File: config.mk
export PLATFORM = sky130hd
export DESIGN_NAME = rxf_filter
export DESIGN_NICKNAME = d
export VERILOG_FILES = /design/src/rtl/rxf_pkg.sv /design/src/rtl/rxf_shaper.sv /design/src/rtl/rxf_judge.sv /design/src/rtl/rxf_filter.sv
export SDC_FILE = /design/constraint.sdc
export NUM_CORES = 1
export LEC_CHECK = 0
export ABC_AREA = 1
export CORE_UTILIZATION = 40
export CTS_CLUSTER_DIAMETER = 80
export DETAILED_ROUTE_END_ITERATION = 6
export DONT_BUFFER_PORTS = 1
export PLACE_DENSITY_LB_ADDON = 0.25
export SLEW_MARGIN = 20
export SYNTH_ARGS = -nofsm -noshare
export SYNTH_HDL_FRONTEND = slang
export SYNTH_SLANG_ARGS = --single-unit
File: constraint.sdc
create_clock -name clk -period 3.1 [get_ports clk]
set_input_delay 0 -clock clk [delete_from_list [all_inputs] [get_ports clk]]
set_output_delay 0 -clock clk [all_outputs]
set_load 0.02 [all_outputs]
File: src/rtl/rxf_pkg.sv
package rxf_pkg;
  localparam int FCS_BYTES = 4;
  localparam int HDR_BYTES = 14;
  localparam int LF_HI_IDX = 12;
  localparam logic [15:0] TYPE_MIN = 16'h0600;

  typedef struct packed {
    logic keep;
    logic len_err;
    logic fcs_err;
  } rxf_flags_t;
endpackage

File: src/rtl/rxf_shaper.sv
module rxf_shaper #(
  parameter int HOLD = 4
) (
  input  logic       clk,
  input  logic       rst_n,
  input  logic       in_valid,
  output logic       in_ready,
  input  logic [7:0] in_data,
  input  logic       in_sof,
  input  logic       in_eof,
  input  logic       cfg_strip,
  input  logic [1:0] cfg_offset,
  output logic       out_valid,
  input  logic       out_ready,
  output logic [7:0] out_data,
  output logic       out_sof,
  output logic       out_eof
);
  localparam int HW = $clog2(HOLD + 1);

  logic [7:0]    hold_q [HOLD];
  logic [HW-1:0] hold_n_q;
  logic [1:0]    pad_q;
  logic          open_q;
  logic          pad_phase, absorb, in_fire, out_fire;

  assign pad_phase = in_valid && in_sof && (pad_q != cfg_offset);
  assign absorb    = cfg_strip && (hold_n_q != HW'(HOLD));
  assign in_fire   = in_valid && in_ready;
  assign out_fire  = out_valid && out_ready;

  always_comb begin
    out_valid = 1'b0;
    out_data  = 8'd0;
    out_eof   = 1'b0;
    in_ready  = out_ready;
    if (pad_phase) begin
      out_valid = 1'b1;
      in_ready  = 1'b0;
    end else if (absorb) begin
      in_ready  = 1'b1;
    end else begin
      out_valid = in_valid;
      out_data  = cfg_strip ? hold_q[0] : in_data;
      out_eof   = in_eof;
    end
  end

  assign out_sof = out_valid && !open_q;

  // delay line: oldest byte at index 0, newest enters at the top
  for (genvar g = 0; g < HOLD; g++) begin : g_stage
    always_ff @(posedge clk) begin
      if (!rst_n)
        hold_q[g] <= 8'd0;
      else if (in_fire)
        hold_q[g] <= (g == HOLD - 1) ? in_data : hold_q[(g + 1) % HOLD];
    end
  end

  always_ff @(posedge clk) begin
    if (!rst_n) begin
      hold_n_q <= '0;
      pad_q    <= 2'd0;
      open_q   <= 1'b0;
    end else begin
      if (in_fire && in_eof)
        hold_n_q <= '0;
      else if (in_fire && absorb)
        hold_n_q <= hold_n_q + HW'(1);

      if (in_fire && in_eof)
        pad_q <= 2'd0;
      else if (out_fire && pad_phase)
        pad_q <= pad_q + 2'd1;

      if (in_fire && in_eof)
        open_q <= 1'b0;
      else if (out_fire)
        open_q <= 1'b1;
    end
  end
endmodule

File: src/rtl/rxf_judge.sv
module rxf_judge
  import rxf_pkg::*;
#(
  parameter int CNT_W = 16
) (
  input  logic             clk,
  input  logic             rst_n,
  input  logic             in_fire,
  input  logic [7:0]       in_data,
  input  logic             in_sof,
  input  logic             in_eof,
  input  logic             in_crc_bad,
  input  logic             cfg_len_chk,
  input  logic             cfg_strip,
  input  logic             cfg_ignore_fcs,
  output logic             vd_valid,
  output rxf_flags_t       vd_flags,
  output logic [CNT_W-1:0] vd_bytes
);
  localparam int CMP_W = ((CNT_W > 16) ? CNT_W : 16) + 1;

  logic [CNT_W-1:0] cnt_q, idx, total, bytes;
  logic [7:0]       lf_hi_q, lf_lo_q;
  logic [15:0]      lf_now;
  logic             has_field, is_type, too_short, len_err, fcs_err;

  assign idx       = in_sof ? '0 : cnt_q;
  assign total     = idx + CNT_W'(1);
  assign lf_now    = {lf_hi_q, (idx == CNT_W'(LF_HI_IDX + 1)) ? in_data : lf_lo_q};
  assign has_field = total >= CNT_W'(HDR_BYTES);
  assign is_type   = lf_now >= TYPE_MIN;
  assign too_short = CMP_W'(total) < (CMP_W'(lf_now) + CMP_W'(HDR_BYTES + FCS_BYTES));
  assign len_err   = cfg_len_chk && has_field && !is_type && too_short;
  assign fcs_err   = in_crc_bad && !cfg_ignore_fcs;
  assign bytes     = !cfg_strip ? total :
                     (total > CNT_W'(FCS_BYTES)) ? total - CNT_W'(FCS_BYTES) : '0;

  always_ff @(posedge clk) begin
    if (!rst_n) begin
      cnt_q    <= '0;
      lf_hi_q  <= 8'd0;
      lf_lo_q  <= 8'd0;
      vd_valid <= 1'b0;
      vd_flags <= '0;
      vd_bytes <= '0;
    end else begin
      vd_valid <= in_fire && in_eof;
      if (in_fire) begin
        cnt_q <= total;
        if (idx == CNT_W'(LF_HI_IDX))     lf_hi_q <= in_data;
        if (idx == CNT_W'(LF_HI_IDX + 1)) lf_lo_q <= in_data;
        if (in_eof) begin
          vd_flags.keep    <= !(len_err || fcs_err);
          vd_flags.len_err <= len_err;
          vd_flags.fcs_err <= fcs_err;
          vd_bytes         <= bytes;
        end
      end
    end
  end
endmodule

File: src/rtl/rxf_filter.sv
module rxf_filter
  import rxf_pkg::*;
#(
  parameter int CNT_W = 16
) (
  input  logic             clk,
  input  logic             rst_n,
  input  logic             in_valid,
  output logic             in_ready,
  input  logic [7:0]       in_data,
  input  logic             in_sof,
  input  logic             in_eof,
  input  logic             in_crc_bad,
  input  logic             cfg_len_chk,
  input  logic             cfg_strip_fcs,
  input  logic             cfg_ignore_fcs,
  input  logic [1:0]       cfg_offset,
  output logic             out_valid,
  input  logic             out_ready,
  output logic [7:0]       out_data,
  output logic             out_sof,
  output logic             out_eof,
  output logic             vd_valid,
  output logic             vd_keep,
  output logic             vd_len_err,
  output logic             vd_fcs_err,
  output logic [CNT_W-1:0] vd_bytes,
  output logic             fcs_err_pulse
);
  rxf_flags_t flags;
  logic       in_fire;

  assign in_fire = in_valid && in_ready;

  rxf_shaper #(.HOLD(FCS_BYTES)) shaper_i (
    .clk(clk), .rst_n(rst_n),
    .in_valid(in_valid), .in_ready(in_ready), .in_data(in_data),
    .in_sof(in_sof), .in_eof(in_eof),
    .cfg_strip(cfg_strip_fcs), .cfg_offset(cfg_offset),
    .out_valid(out_valid), .out_ready(out_ready), .out_data(out_data),
    .out_sof(out_sof), .out_eof(out_eof)
  );

  rxf_judge #(.CNT_W(CNT_W)) judge_i (
    .clk(clk), .rst_n(rst_n),
    .in_fire(in_fire), .in_data(in_data), .in_sof(in_sof), .in_eof(in_eof),
    .in_crc_bad(in_crc_bad), .cfg_len_chk(cfg_len_chk),
    .cfg_strip(cfg_strip_fcs), .cfg_ignore_fcs(cfg_ignore_fcs),
    .vd_valid(vd_valid), .vd_flags(flags), .vd_bytes(vd_bytes)
  );

  assign vd_keep       = flags.keep;
  assign vd_len_err    = flags.len_err;
  assign vd_fcs_err    = flags.fcs_err;
  assign fcs_err_pulse = vd_valid && flags.fcs_err;
endmodule

### Yosys cells after proc, flatten, opt, wreduce, memory -nomap -nowiden

Memories as Yosys holds them, arrays and structs flattened.
Cells that the tools add are included.

* input bits: 20
* bits in writable memories: 32
* register bits after elaboration: 58
* memories: 1
* logic and storage cells: 73

* add/subtract/negate cells: 5
* magnitude comparators: 4
* reductions and logical operators: 22
* bitwise gates (word level): 5
* eq/ne operators: 4
* multiplexer cells: 21

Memories
* shaper_i.hold_q: depth 4, width 8, rd ports 4, clocked after Yosys merged registers in 0, wr ports 4, RTL line rxf_shaper.sv:21 `logic [7:0] hold_q [HOLD];`

Operator list (number)
* $mux W8: 8
* $mux W16: 3
* $eq A16 B4 Y1 const B: 2
* $add A16 B5 Y17 const B: 1
* $lt A16 B17 Y1: 1
* $add A16 B1 Y16 const B: 1
* $ge A16 B11 Y1 const B: 1
* $ge A16 B4 Y1 const B: 1
* $gt A16 B3 Y1 const B: 1
* $sub A16 B3 Y16 const B: 1
* $logic_and A1 B1 Y1: 14
* $mux W1: 10
* $logic_not A1 Y1: 4
* $or A1 B1 Y1: 4
* $reduce_and A2 Y1: 2
* $add A3 B1 Y3 const B: 1
* $ne A3 B3 Y1 const B: 1
* $add A2 B1 Y2 const B: 1
* $ne A2 B2 Y1: 1
* $reduce_or A2 Y1: 1
* $logic_or A1 B1 Y1: 1
* $not A1 Y1: 1

### Logic depth before layout (Yosys ltp)

Gate-level depths: netlist (run 1).

* word-level depth: 9
* mapped depth: 34

### Modules after synthesis

A second synthesis (run 1) with hierarchy kept.

* cells, all modules: 746
* area total of the unflattened synthesis: 5564.1 µm²

By module, submodules not included
* rxf_judge: instances 1, area an instance 3707.3 µm², cells an instance 557
* rxf_shaper: instances 1, area an instance 1841.8 µm², cells an instance 185
* rxf_filter: instances 1, area an instance 15.0 µm², cells an instance 4

### Worst setup path before layout (run 1)

No wires, ideal clock.

* path kind: reg2reg
* from: register judge_i.cnt_q[0]
* to: register judge_i.vd_flags[2] in the netlist's numbering
* data required time: 2.988 ns
* stages on the path, launching flop included: 31
* buffers on the path: 1
* slack: -0.283 ns
* clock period less this slack: 3.383 ns
* arrival: 3.271 ns
* cell sequence: dfxtp_1 -> inv_1 -> nor2_1 -> ha_1 -> nand3_1 -> nor2_2 -> nand2_4 -> buf_6 -> nand2_1 -> o21ai_1 -> inv_1 -> ha_1 -> nand2_1 -> nand2_1 -> nand3_2 -> nor2_2 -> nand3_2 -> xor2_1 -> ha_1 -> nand2_1 -> nor2_1 -> a211oi_1 -> nand2_1 -> nand2_1 -> nand2_1 -> nand2_1 -> nand2_1 -> nand2_1 -> nand2_1 -> nand2_1 -> nand2_1

* cells in the longest elaborated chain, start to end: 9
* elaborated cells between the ends (all ways): 14
* those cells by class: 2 x add/sub; 3 x order compare; 1 x eq/ne; 2 x mux; 6 x reduce/logical

Ends and longest elaborated chain
* from (decl): RTL line rxf_judge.sv:22 `logic [CNT_W-1:0] cnt_q, idx, total, bytes;`
* from (signal assigned): RTL line rxf_judge.sv:49 `cnt_q <= total;`
* $mux W16 (*): RTL line rxf_judge.sv:27 `assign idx = in_sof ? '0 : cnt_q;`
* $eq A16 B4 Y1 (*): RTL line rxf_judge.sv:29 `assign lf_now = {lf_hi_q, (idx == CNT_W'(LF_HI_IDX + 1)) ? in_data : lf_lo_q};`
* $mux W8 (*): RTL line rxf_judge.sv:29
* named net judge_i.lf_now[1]: RTL line rxf_judge.sv:24 `logic [15:0] lf_now;`
* branches (longest 3 deep; another with $add A16 B5 Y17)
* $logic_and A1 B1 Y1 (*): RTL line rxf_judge.sv:33 `assign len_err = cfg_len_chk && has_field && !is_type && too_short;`
* $logic_or A1 B1 Y1 (*): RTL line rxf_judge.sv:53 `vd_flags.keep <= !(len_err || fcs_err);`
* $logic_not A1 Y1 (*): RTL line rxf_judge.sv:53
* to (decl): RTL line rxf_judge.sv:17 `output rxf_flags_t vd_flags,`

Mark *: on every way through the listed nets, which the timed path passes.
A chain may end at the register's enable or synchronous reset.

### Worst setup path in the final report (run 1)

* from: register judge_i.cnt_q[0]
* to: register judge_i.vd_flags[2] in the netlist's numbering

* cells in the longest elaborated chain, start to end: 9
* elaborated cells between the ends (all ways): 14
* those cells by class: 2 x add/sub; 3 x order compare; 1 x eq/ne; 2 x mux; 6 x reduce/logical

Ends and longest elaborated chain (RTL line)
* $mux W16 (*): rxf_judge.sv:27
* branches (longest 5 deep; another with $add A16 B5 Y17)
* $logic_and A1 B1 Y1 (*): rxf_judge.sv:33
* $logic_or A1 B1 Y1 (*): rxf_judge.sv:53
* $logic_not A1 Y1 (*): rxf_judge.sv:53

Every way passes the cells marked *.

==> results of run 1 <==
[critical path: stages (launching register included)]
cell      delay, ns
dfxtp_2        0.32
inv_2          0.05
nor2_4         0.13
ha_4           0.16
nand3_4        0.08
nor2_4         0.12
nand2_4        0.13
buf_12         0.17
o21ai_4        0.24
nand2_2        0.11
nor2_4         0.12
buf_4          0.12
nand3_1        0.08
o21ai_2        0.09
xor2_1         0.18
ha_1           0.26
nand2_1        0.09
nor2_1         0.04
a211oi_1       0.16
nand2_1        0.08
nand2_1        0.06
nand2_1        0.04
nand2_1        0.05
nand2_1        0.04
nand2_1        0.07
nand2_1        0.06
nand2_1        0.05
nand2_1        0.04
[layer usage]
metal | GRT usage, % | vias to the layer above | part of all wire, %
met5 | 0 | - | 0
met3 | 4.30 | 30 | 3.8
met1 | 23.6 | 2135 | 43
li1 | - | 2336 | -
met2 | 34.7 | 85 | 50
met4 | 10.9 | 0 | 3.5
[flip-flops by register name (all words and copies together) (netlist names)]
name	cells
judge_i.vd_bytes	16
shaper_i.open_q	1
shaper_i.hold_n_q	3
judge_i.cnt_q	16
shaper_i.hold_q	32
shaper_i.pad_q	2
judge_i.vd_flags	3
judge_i.lf_lo_q	8
judge_i.vd_valid	1
judge_i.lf_hi_q	8
[cells by family after synthesis]
| group | after synthesis | share of synthesized area, % |
|---|---|---|
| fa+ha+maj | 23 | 5.33 |
| flops | 90 | 39.3 |
| xor+xnor | 30 | 5.63 |
| simple gates | 335 | 30.5 |
| compound gates | 88 | 9.71 |
| buf+inv | 126 | 9.53 |
[repair_timing]
action,CTS,global route
setup buffers,8,2
resized for setup,12,34
pin swaps,16,24
hold endpoints to repair,50,0
gates cloned,0,1
hold buffers,27,0
endpoints found under the setup margin,2,2
[final cells by class]
cell class	instances	area (um2)	area share [%]
Clock buffer	9	225	3.38
Clock inverter	7	60.1	0.901
Tap cell	176	220	3.31
Multi-Input combinational cell	476	2980	44.7
Sequential cell	90	2120	31.9
Inverter	107	409	6.14
Timing Repair Buffer	71	643	9.65
[cells in the mapped netlist, types with 7 or more instances]
cell type  instances
a21oi_1           26
clkbuf_1          10
dfxtp_1           58
edfxtp_1          32
ha_1              23
inv_1            100
nand2_1          140
nand2_2           10
nand3_1           36
nand3_2           17
nor2_1            89
nor2_2            10
nor2_4             8
o21ai_0           24
o21ai_2            7
o22ai_1           16
xor2_1            20
[power breakdown]
part / total, mW / leakage (nW) / switching [mW] / internal, mW
sequential: 1.29 / 0.815 / 0.0240 / 1.27
clock: 1.07 / 0.138 / 0.514 / 0.561
combinational: 0.212 / 2.00 / 0.143 / 0.0694
total: 2.58 / 2.95 / 0.680 / 1.90
[stage by stage]
step	cell area (um2)	TNS, ns	instances	hold WS, ns	setup slack, ns
floorplan	5440	-0.120	692	0.135	-0.0892
global placement	5820	-0.00698	882	0.140	-0.00698
detailed placement	5820	-0.296	882	0.141	-0.169
CTS	6480	-0.0782	933	0.00944	-0.0636
global route	6660	-0.800	936	0.0333	-0.425
finish	6660	-0.230	936	0.00708	-0.131
[cells in the final DEF, fill, tap and decap left out, types with 3 or more instances in the layout]
cell type / count
nor3_1: 6
o21ai_1: 5
nor2_2: 11
inv_8: 3
xnor2_1: 4
edfxtp_1: 32
nand3_1: 32
clkbuf_16: 10
nand3_2: 17
dlygate4sd3_1: 27
a211oi_1: 3
nand3_4: 4
a21oi_1: 23
nand4_1: 3
xor2_1: 20
nor2_1: 84
buf_4: 41
nor3_2: 3
nand2_2: 18
nor2_4: 12
o21ai_0: 23
inv_2: 12
o21ai_2: 4
o22ai_1: 16
nand2_1: 130
o21ai_4: 6
dfxtp_1: 56
xnor2_2: 4
nand2_4: 7
inv_6: 3
inv_1: 93
a21oi_2: 4
ha_1: 21
[worst min path at each step]
stage	startpoint	to	slack, ns	depth (start not counted)
2_1_floorplan	in_eof	out_eof	0.14	2
3_3_place_gp	in_eof	out_eof	0.14	2
3_5_place_dp	in_eof	out_eof	0.14	2
4_1_cts	in_sof	judge_i.cnt_q[11]	0.009	3
5_1_grt	cfg_len_chk	judge_i.vd_flags[1]	0.03	6
6_report	cfg_len_chk	judge_i.vd_flags[1]	0.007	6
==> results.txt, run 1 <==
----------------------------------------------------
[Power and ir drop]
  Leak pwr ... around 2.9 nW
  Overall Power ... approximately 2.6 mW
  Worst VDD drop ... slightly above 300 uV
  Total power density per cell area ... around 390 nW/um2

[STA]
  Crit share post-route ... 104%
  Clock period minus worst slack ... about 3.2 ns
  Final count of pins violating max slew ... 0
  Setup violations, final ... 2
  Least setup slack across all paths after layout ... -0.131 ns
  Hold Violations, Final ... 0
  Setup repair after global routing missed its margin ... true
  Worst clock skew ... between 0.007 and 0.008 ns
  Slew of the pin with the lowest slew margin ... ~0.93 ns
  F_max ... between 0.3 and 0.4 GHz
  Tightest slew margin relative to the limit ... a little under two fifths

[Critical path]
  Reg-to-reg critical path startpoint ... judge_i.cnt_q[0]
  Sort of element at the end of the critical path ... flop
  Critical path arrival ... around 3.5 ns
  Maximum fanout along the worst path ... 7
  Startpoint of the worst setup timing path ... judge_i.cnt_q[0]
  Capturing point of the worst reg2reg path ... judge_i.vd_flags[2]
  Critical path data required time ... 3.35 ns
  Critical Path End ... judge_i.vd_flags[2]
  Reg2reg setup slack ... -0.13 ns
  Worst Setup Path Type ... reg2reg
  Worst Setup Start Kind ... flop
  Worst Reg-to-Reg Cells ... 27

[Floorplanning]
  Die outline width ... roughly 120 um
  Top-level I/O count ... 53
  Standard-cell row count ... between 40 and 50
  Area of the core ... ~13000 um2
  Die height ... between 100 and 150 um
  Starting density of the core ... about two fifths
  Full die area ... about 14000 um2

[Routing]
  DR DRC count ... 0
  Antenna Violating Nets Remaining ... 0
  1st-pass router iterations ... 4
  Number of DRC markers in iteration 0 ... 230
  Post-DR vias/cell ... 4.90
  Average routed wire per standard cell ... 14.6 um
  Aggregate routed wire length ... between 10 and 15 mm
  Total vias in the final route ... between 4k and 5k

[Synth]
  Post-synthesis instance total ... between 600 and 700
  Post-synthesis net count ... between 700 and 800
  Biggest area consumer among synthesized cells ... dfxtp_1
  Area contributors post-synth ... dfxtp_1, edfxtp_1, nand2_1
  Dominant register cell in the synthesized netlist ... dfxtp_1
  Post-synth EDFFs ... 32
  Yosys synthesis warning count ... 0
  Fraction of post-synthesis cell area in the top cell type by area ... a little over a fifth
  Proportion of synthesized chip area in sequential cells ... between 30% and 40%
  FFs w/ async S/R, synth ... 0%
  Netlist area before placement ... between 5000 and 6000 um2
  Distinct cell type count after synthesis ... 47
  Post-Syn Area per Cell ... between 7 and 8 um2
  Flop and latch count out of synthesis ... 90

[Finish]
  Share of final-layout standard cells stronger than drive strength 1 ... 22.9%
  Number of nets in the final layout ... 798
  Area added between synthesis and finish ... 23.4%
  Fillers ... ~1.2k
  Antenna Cells ... 0
  Share of the core filled with cells ... between 50% and 60%

[Place]
  Number of port buffers ... 0
  Routability Congestion ... ~0.86
  Final HPWL DP ... ~9.7 mm

[Outcome]
  Outcome ... finished, violations left
  Violated checks ... negative setup slack

[Global routing]
  Number of antenna violations at the first check in global routing ... 0
  All-layer global routing usage ... approximately a fifth
  Pin count of the biggest net entering global routing ... 54
  First-pass GRT wire length ... approximately 22 mm
  Via count of the first global-routing pass ... between 4k and 5k
  GRT Residual Overflow ... 0

[Clock network]
  Max clock buf depth ... 2
  Root cell of the clock tree ... clkbuf_16
  Clock tree from TritonCTS ... built
  Clock slew seen by the registers of the worst setup and hold paths ... approximately 0.070 ns
  Number of buffers added by the clock tree synthesis step ... 9
  Total number of clock tree sinks ... 90
  Clock latency reported for the late side of the worst-skew pair ... ~0.35 ns
  Maximum level of the CTS H-tree ... 3

[Hold path]
  Worst min path class ... in2reg

[Run]
  Count of maximum capacitance violations ... 0

----------------------------------------------------
Note: power is estimated with default switching activity, not from simulation.
==> inputs of run 2 (changes only) <==
ABC_AREA = not set   (was 1)
==> results.txt, run 2 <==
----------------------------------------------------
[Power and ir drop]
  Worst VDD drop ... 304 uV (was 310 uV)
  Part of the total power dissipated in the clock network ... 41.4% (was 41.7%)
  Combinational share of power ... 10.0% (was 8.2%)
  Net switching fraction of the power ... 26.7% (was 26.4%)
  Fraction of power consumed by sequential logic ... 48.7% (was 50.1%)
  Net load switching power ... 715 uW (was 680 uW)
  Total power density per cell area ... 435 nW/um2 (was 387 nW/um2)
  Cell-internal power ... 1.96 mW (was 1.90 mW)
  Leak pwr ... 2.69 nW (was 2.95 nW)

[Floorplanning]
  Die outline width ... 115 um (was 118 um)
  Full die area ... 13200 um2 (was 14000 um2)
  Standard-cell row count ... 40 (was 42)
  Starting density of the core ... 41.7% (was 40.9%)
  Die height ... 115 um (was 118 um)
  Top-level I/O count ... 53 (unchanged)
  Area of the core ... 12200 um2 (was 13200 um2)

[STA]
  Hold Violations, Final ... 0 (unchanged)
  Crit share post-route ... 124% (was 104%)
  Slew of the pin with the lowest slew margin ... 0.578 ns (was 0.933 ns)
  Setup Total Neg Slack ... -1.42 ns (was -0.230 ns)
  Setup violations, final ... 2 (unchanged)
  Final count of pins violating max slew ... 0 (unchanged)
  Tightest slew margin relative to the limit ... 61.4% (was 37.7%)
  F_max ... 0.259 GHz (was 0.309 GHz)
  Clock period minus worst slack ... 3.86 ns (was 3.23 ns)
  Least setup slack across all paths after layout ... -0.756 ns (was -0.131 ns)
  Worst clock skew ... 0.00720 ns (was 0.00742 ns)
  Setup repair after global routing missed its margin ... true (unchanged)

[Finish]
  Leading cell types in the layout, fill and taps excluded ... nand2_1, dfxtp_1, buf_4 (was nand2_1, inv_1, nor2_1)
  Antenna Cells ... 0 (unchanged)
  Area added between synthesis and finish ... 20.7% (was 23.4%)
  Number of flip-flops under the largest register name ... 32 (unchanged)
  Share of final-layout standard cells stronger than drive strength 1 ... 16.7% (was 22.9%)
  Share of the core filled with cells ... 50.3% (was 50.5%)
  Fillers ... 1167 (was 1243)
  Top register by number of flip-flops ... shaper_i.hold_q (unchanged)
  Number of nets in the final layout ... 636 (was 798)
  Leading registers by flop count ... shaper_i.hold_q (32), judge_i.cnt_q (16), judge_i.vd_bytes (16) (unchanged)
  Most common cell after layout, fill and taps aside ... nand2_1 (unchanged)

[Place]
  Routability Congestion ... 0.858 (about the same)
  Final HPWL DP ... 8.72 mm (was 9.69 mm)
  Number of port buffers ... 0 (unchanged)

[Critical path]
  Worst Reg-to-Reg Cells ... 16 (was 27)
  CP max-delay cell ... or4_4 (was dfxtp_2)
  Worst Setup Start Kind ... flop (unchanged)
  Sort of element at the end of the critical path ... flop (unchanged)
  Critical path cell sequence ... or4_4 -> or4_4 -> mux2_4 -> ha_4 -> inv_4 -> o21ai_4 -> and2_4 -> nand2_2 -> xor2_1 -> ha_2 -> a21o_1 -> a211oi_2 -> o2111ai_1 -> o21ai_1 -> o2111ai_2 -> a21o_1
  Worst Setup Path Type ... reg2reg (unchanged)
  Reg2reg setup slack ... -0.76 ns (was -0.13 ns)
  Delay of the slowest critical-path stage ... 0.59 ns (was 0.32 ns)
  Reg-to-reg critical path startpoint ... judge_i.cnt_q[7] (was judge_i.cnt_q[0])
  Capturing point of the worst reg2reg path ... judge_i.vd_flags[2] (unchanged)
  Critical path data required time ... 3.36 ns (was 3.35 ns)
  Maximum fanout along the worst path ... 4 (was 7)
  Startpoint of the worst setup timing path ... judge_i.cnt_q[7] (was judge_i.cnt_q[0])
  Critical path arrival ... 4.11 ns (was 3.48 ns)

[Synth]
  Yosys synthesis warning count ... 0 (unchanged)
  Biggest area consumer among synthesized cells ... dfxtp_1 (unchanged)
  Synth top cells by count ... nand2_1, dfxtp_1, and3_1 (was nand2_1, inv_1, nor2_1)
  Dominant register cell in the synthesized netlist ... dfxtp_1 (unchanged)
  Proportion of synthesized chip area in sequential cells ... 41.7% (was 39.3%)
  Flop and latch count out of synthesis ... 90 (unchanged)
  Area contributors post-synth ... dfxtp_1, edfxtp_1, ha_1 (was dfxtp_1, edfxtp_1, nand2_1)
  Post-synthesis instance total ... 538 (was 692)
  Dominant cell by count in the synthesized netlist ... nand2_1 (unchanged)
  FFs w/ async S/R, synth ... 0% (unchanged)
  Post-synth EDFFs ... 32 (unchanged)
  Fraction of post-synthesis cell area in the top cell type by area ... 22.8% (was 21.5%)
  Distinct cell type count after synthesis ... 53 (was 47)
  Post-Syn Area per Cell ... 9.46 um2 (was 7.80 um2)
  Post-synthesis net count ... 581 (was 735)
  Netlist area before placement ... 5090 um2 (was 5400 um2)

[Hold path]
  Endpoint of the worst hold path ... judge_i.vd_flags[1] (unchanged)
  Critical hold path startpoint ... cfg_len_chk (unchanged)
  Count of cells along the worst hold path ... 3 (was 6)
  Worst min path class ... in2reg (unchanged)

[Run]
  Count of maximum capacitance violations ... 0 (unchanged)

[Global routing]
  Number of antenna violations at the first check in global routing ... 0 (unchanged)
  Pin count of the biggest net entering global routing ... 68 (was 54)
  Via count of the first global-routing pass ... 4061 (was 4556)
  All-layer global routing usage ... 20.5% (was 20.3%)
  First-pass GRT wire length ... 20.6 mm (was 22.0 mm)
  GRT Residual Overflow ... 0 (unchanged)

[Routing]
  DR DRC count ... 0 (unchanged)
  Number of DRC markers in iteration 0 ... 207 (was 230)
  Aggregate routed wire length ... 12.7 mm (was 13.7 mm)
  Total vias in the final route ... 4132 (was 4586)
  1st-pass router iterations ... 4 (unchanged)
  Post-DR vias/cell ... 5.39 (was 4.90)
  Average routed wire per standard cell ... 16.6 um (was 14.6 um)
  Antenna Violating Nets Remaining ... 0 (unchanged)

[Clock network]
  Max clock buf depth ... 2 (unchanged)
  Number of buffers added by the clock tree synthesis step ... 9 (unchanged)
  Clock tree from TritonCTS ... built (unchanged)
  Clock slew seen by the registers of the worst setup and hold paths ... 0.07 ns (about the same)
  Total number of clock tree sinks ... 90 (unchanged)
  Maximum level of the CTS H-tree ... 3 (unchanged)
  Clock latency reported for the late side of the worst-skew pair ... 0.36 ns (was 0.35 ns)
  Root cell of the clock tree ... clkbuf_16 (unchanged)

[Outcome]
  Violated checks ... negative setup slack (unchanged)
  Outcome ... finished, violations left (unchanged)

----------------------------------------------------
## run 2: cell count changes in the layout (fill, tap and decap cells not counted), moves of 15 or more
cell	delta
nand3_2	-17
a22o_1	+15
nand2_2	-16
mux2i_1	+22
inv_1	-76
nor2_1	-48
a21boi_0	+18
nand3_1	-18
xnor2_1	+25
o22ai_1	-16
and3_1	+36
nand2_1	-66
## run 2: logic make-up (layout without fill, tap and decap cells)
family                     after synthesis  in the layout  synth area share (%)
AOI/OAI and AO/OA                       84             85                  11.8
xor gates and xnor gates                42             42                  7.23
adders and majority gates               23             23                  5.66
buffers and inverters                   44            103                  3.54
DFF                                     90             90                  41.7
muxes                                   28             28                  5.75
and+or+nand+nor                        227            227                  24.3
## run 2: routing by layer
layer | global-route usage (%) | part of all wire, %
met3 | 6.27 | 5.5
met2 | 34.4 | 47
met5 | 0 | 0
met4 | 7.01 | 1.8
met1 | 25.1 | 46
## run 2: worst max-delay path: cells and delay by family, from the launching register on
kind | cells | cell delay [ns]
fa+ha+maj | 2 | 0.33
buf+inv | 1 | 0.04
xor+xnor | 1 | 0.15
flops | 1 | 0.32
mux | 1 | 0.25
compound gates | 7 | 1.30
simple gates | 4 | 1.37
## run 2: power groups by stage
stage / sequential [mW] / combinational (mW) / clock, mW
after detailed placement: 1.33 / 0.224 / 0
after global placement: 1.33 / 0.218 / 0
after floorplan: 1.33 / 0.181 / 0
final: 1.30 / 0.267 / 1.11
after CTS: 1.30 / 0.267 / 1.13
after global routing: 1.31 / 0.294 / 1.18
## run 2: worst max-delay path by stage
stage,end,slack [ns],depth (start not counted)
floorplan,judge_i.vd_flags[2],-0.64,18
global route,judge_i.vd_flags[2],-0.85,16
finish,judge_i.vd_flags[2],-0.76,16
global placement,judge_i.vd_flags[2],-0.67,15
detailed placement,judge_i.vd_flags[2],-0.81,15
CTS,judge_i.vd_flags[2],-0.76,16
## run 2: area by class of cell
| cell class | count | area, um2 | area share [%] |
|---|---|---|---|
| Multi-Input combinational cell | 405 | 2870 | 46.7 |
| Clock buffer | 9 | 225 | 3.67 |
| Inverter | 18 | 70.1 | 1.14 |
| Sequential cell | 90 | 2130 | 34.6 |
| Tap cell | 168 | 210 | 3.42 |
| Clock inverter | 7 | 71.3 | 1.16 |
| Timing Repair Buffer | 69 | 571 | 9.29 |
## run 2: stage by stage
step	hold slack [ns]	instances	setup slack, ns	instance area (um2)	power (mW)
final	0.0145	766	-0.756	6140	2.68
after global placement	0.133	732	-0.669	5630	1.55
after CTS	0.0123	765	-0.760	6130	2.69
after floorplan	0.138	538	-0.642	5150	1.51
after detailed placement	0.138	732	-0.811	5630	1.55
after global routing	0.0198	766	-0.852	6140	2.78
## run 2: timing repair
item / in CTS / in global routing
gates resized for setup: 7 / 2
cloned: 0 / 1
pin swaps: 10 / 5
endpoints found under the hold margin: 77 / 0
hold buffers: 17 / 0
endpoints found under the setup margin: 2 / 18
setup buffers: 0 / 0
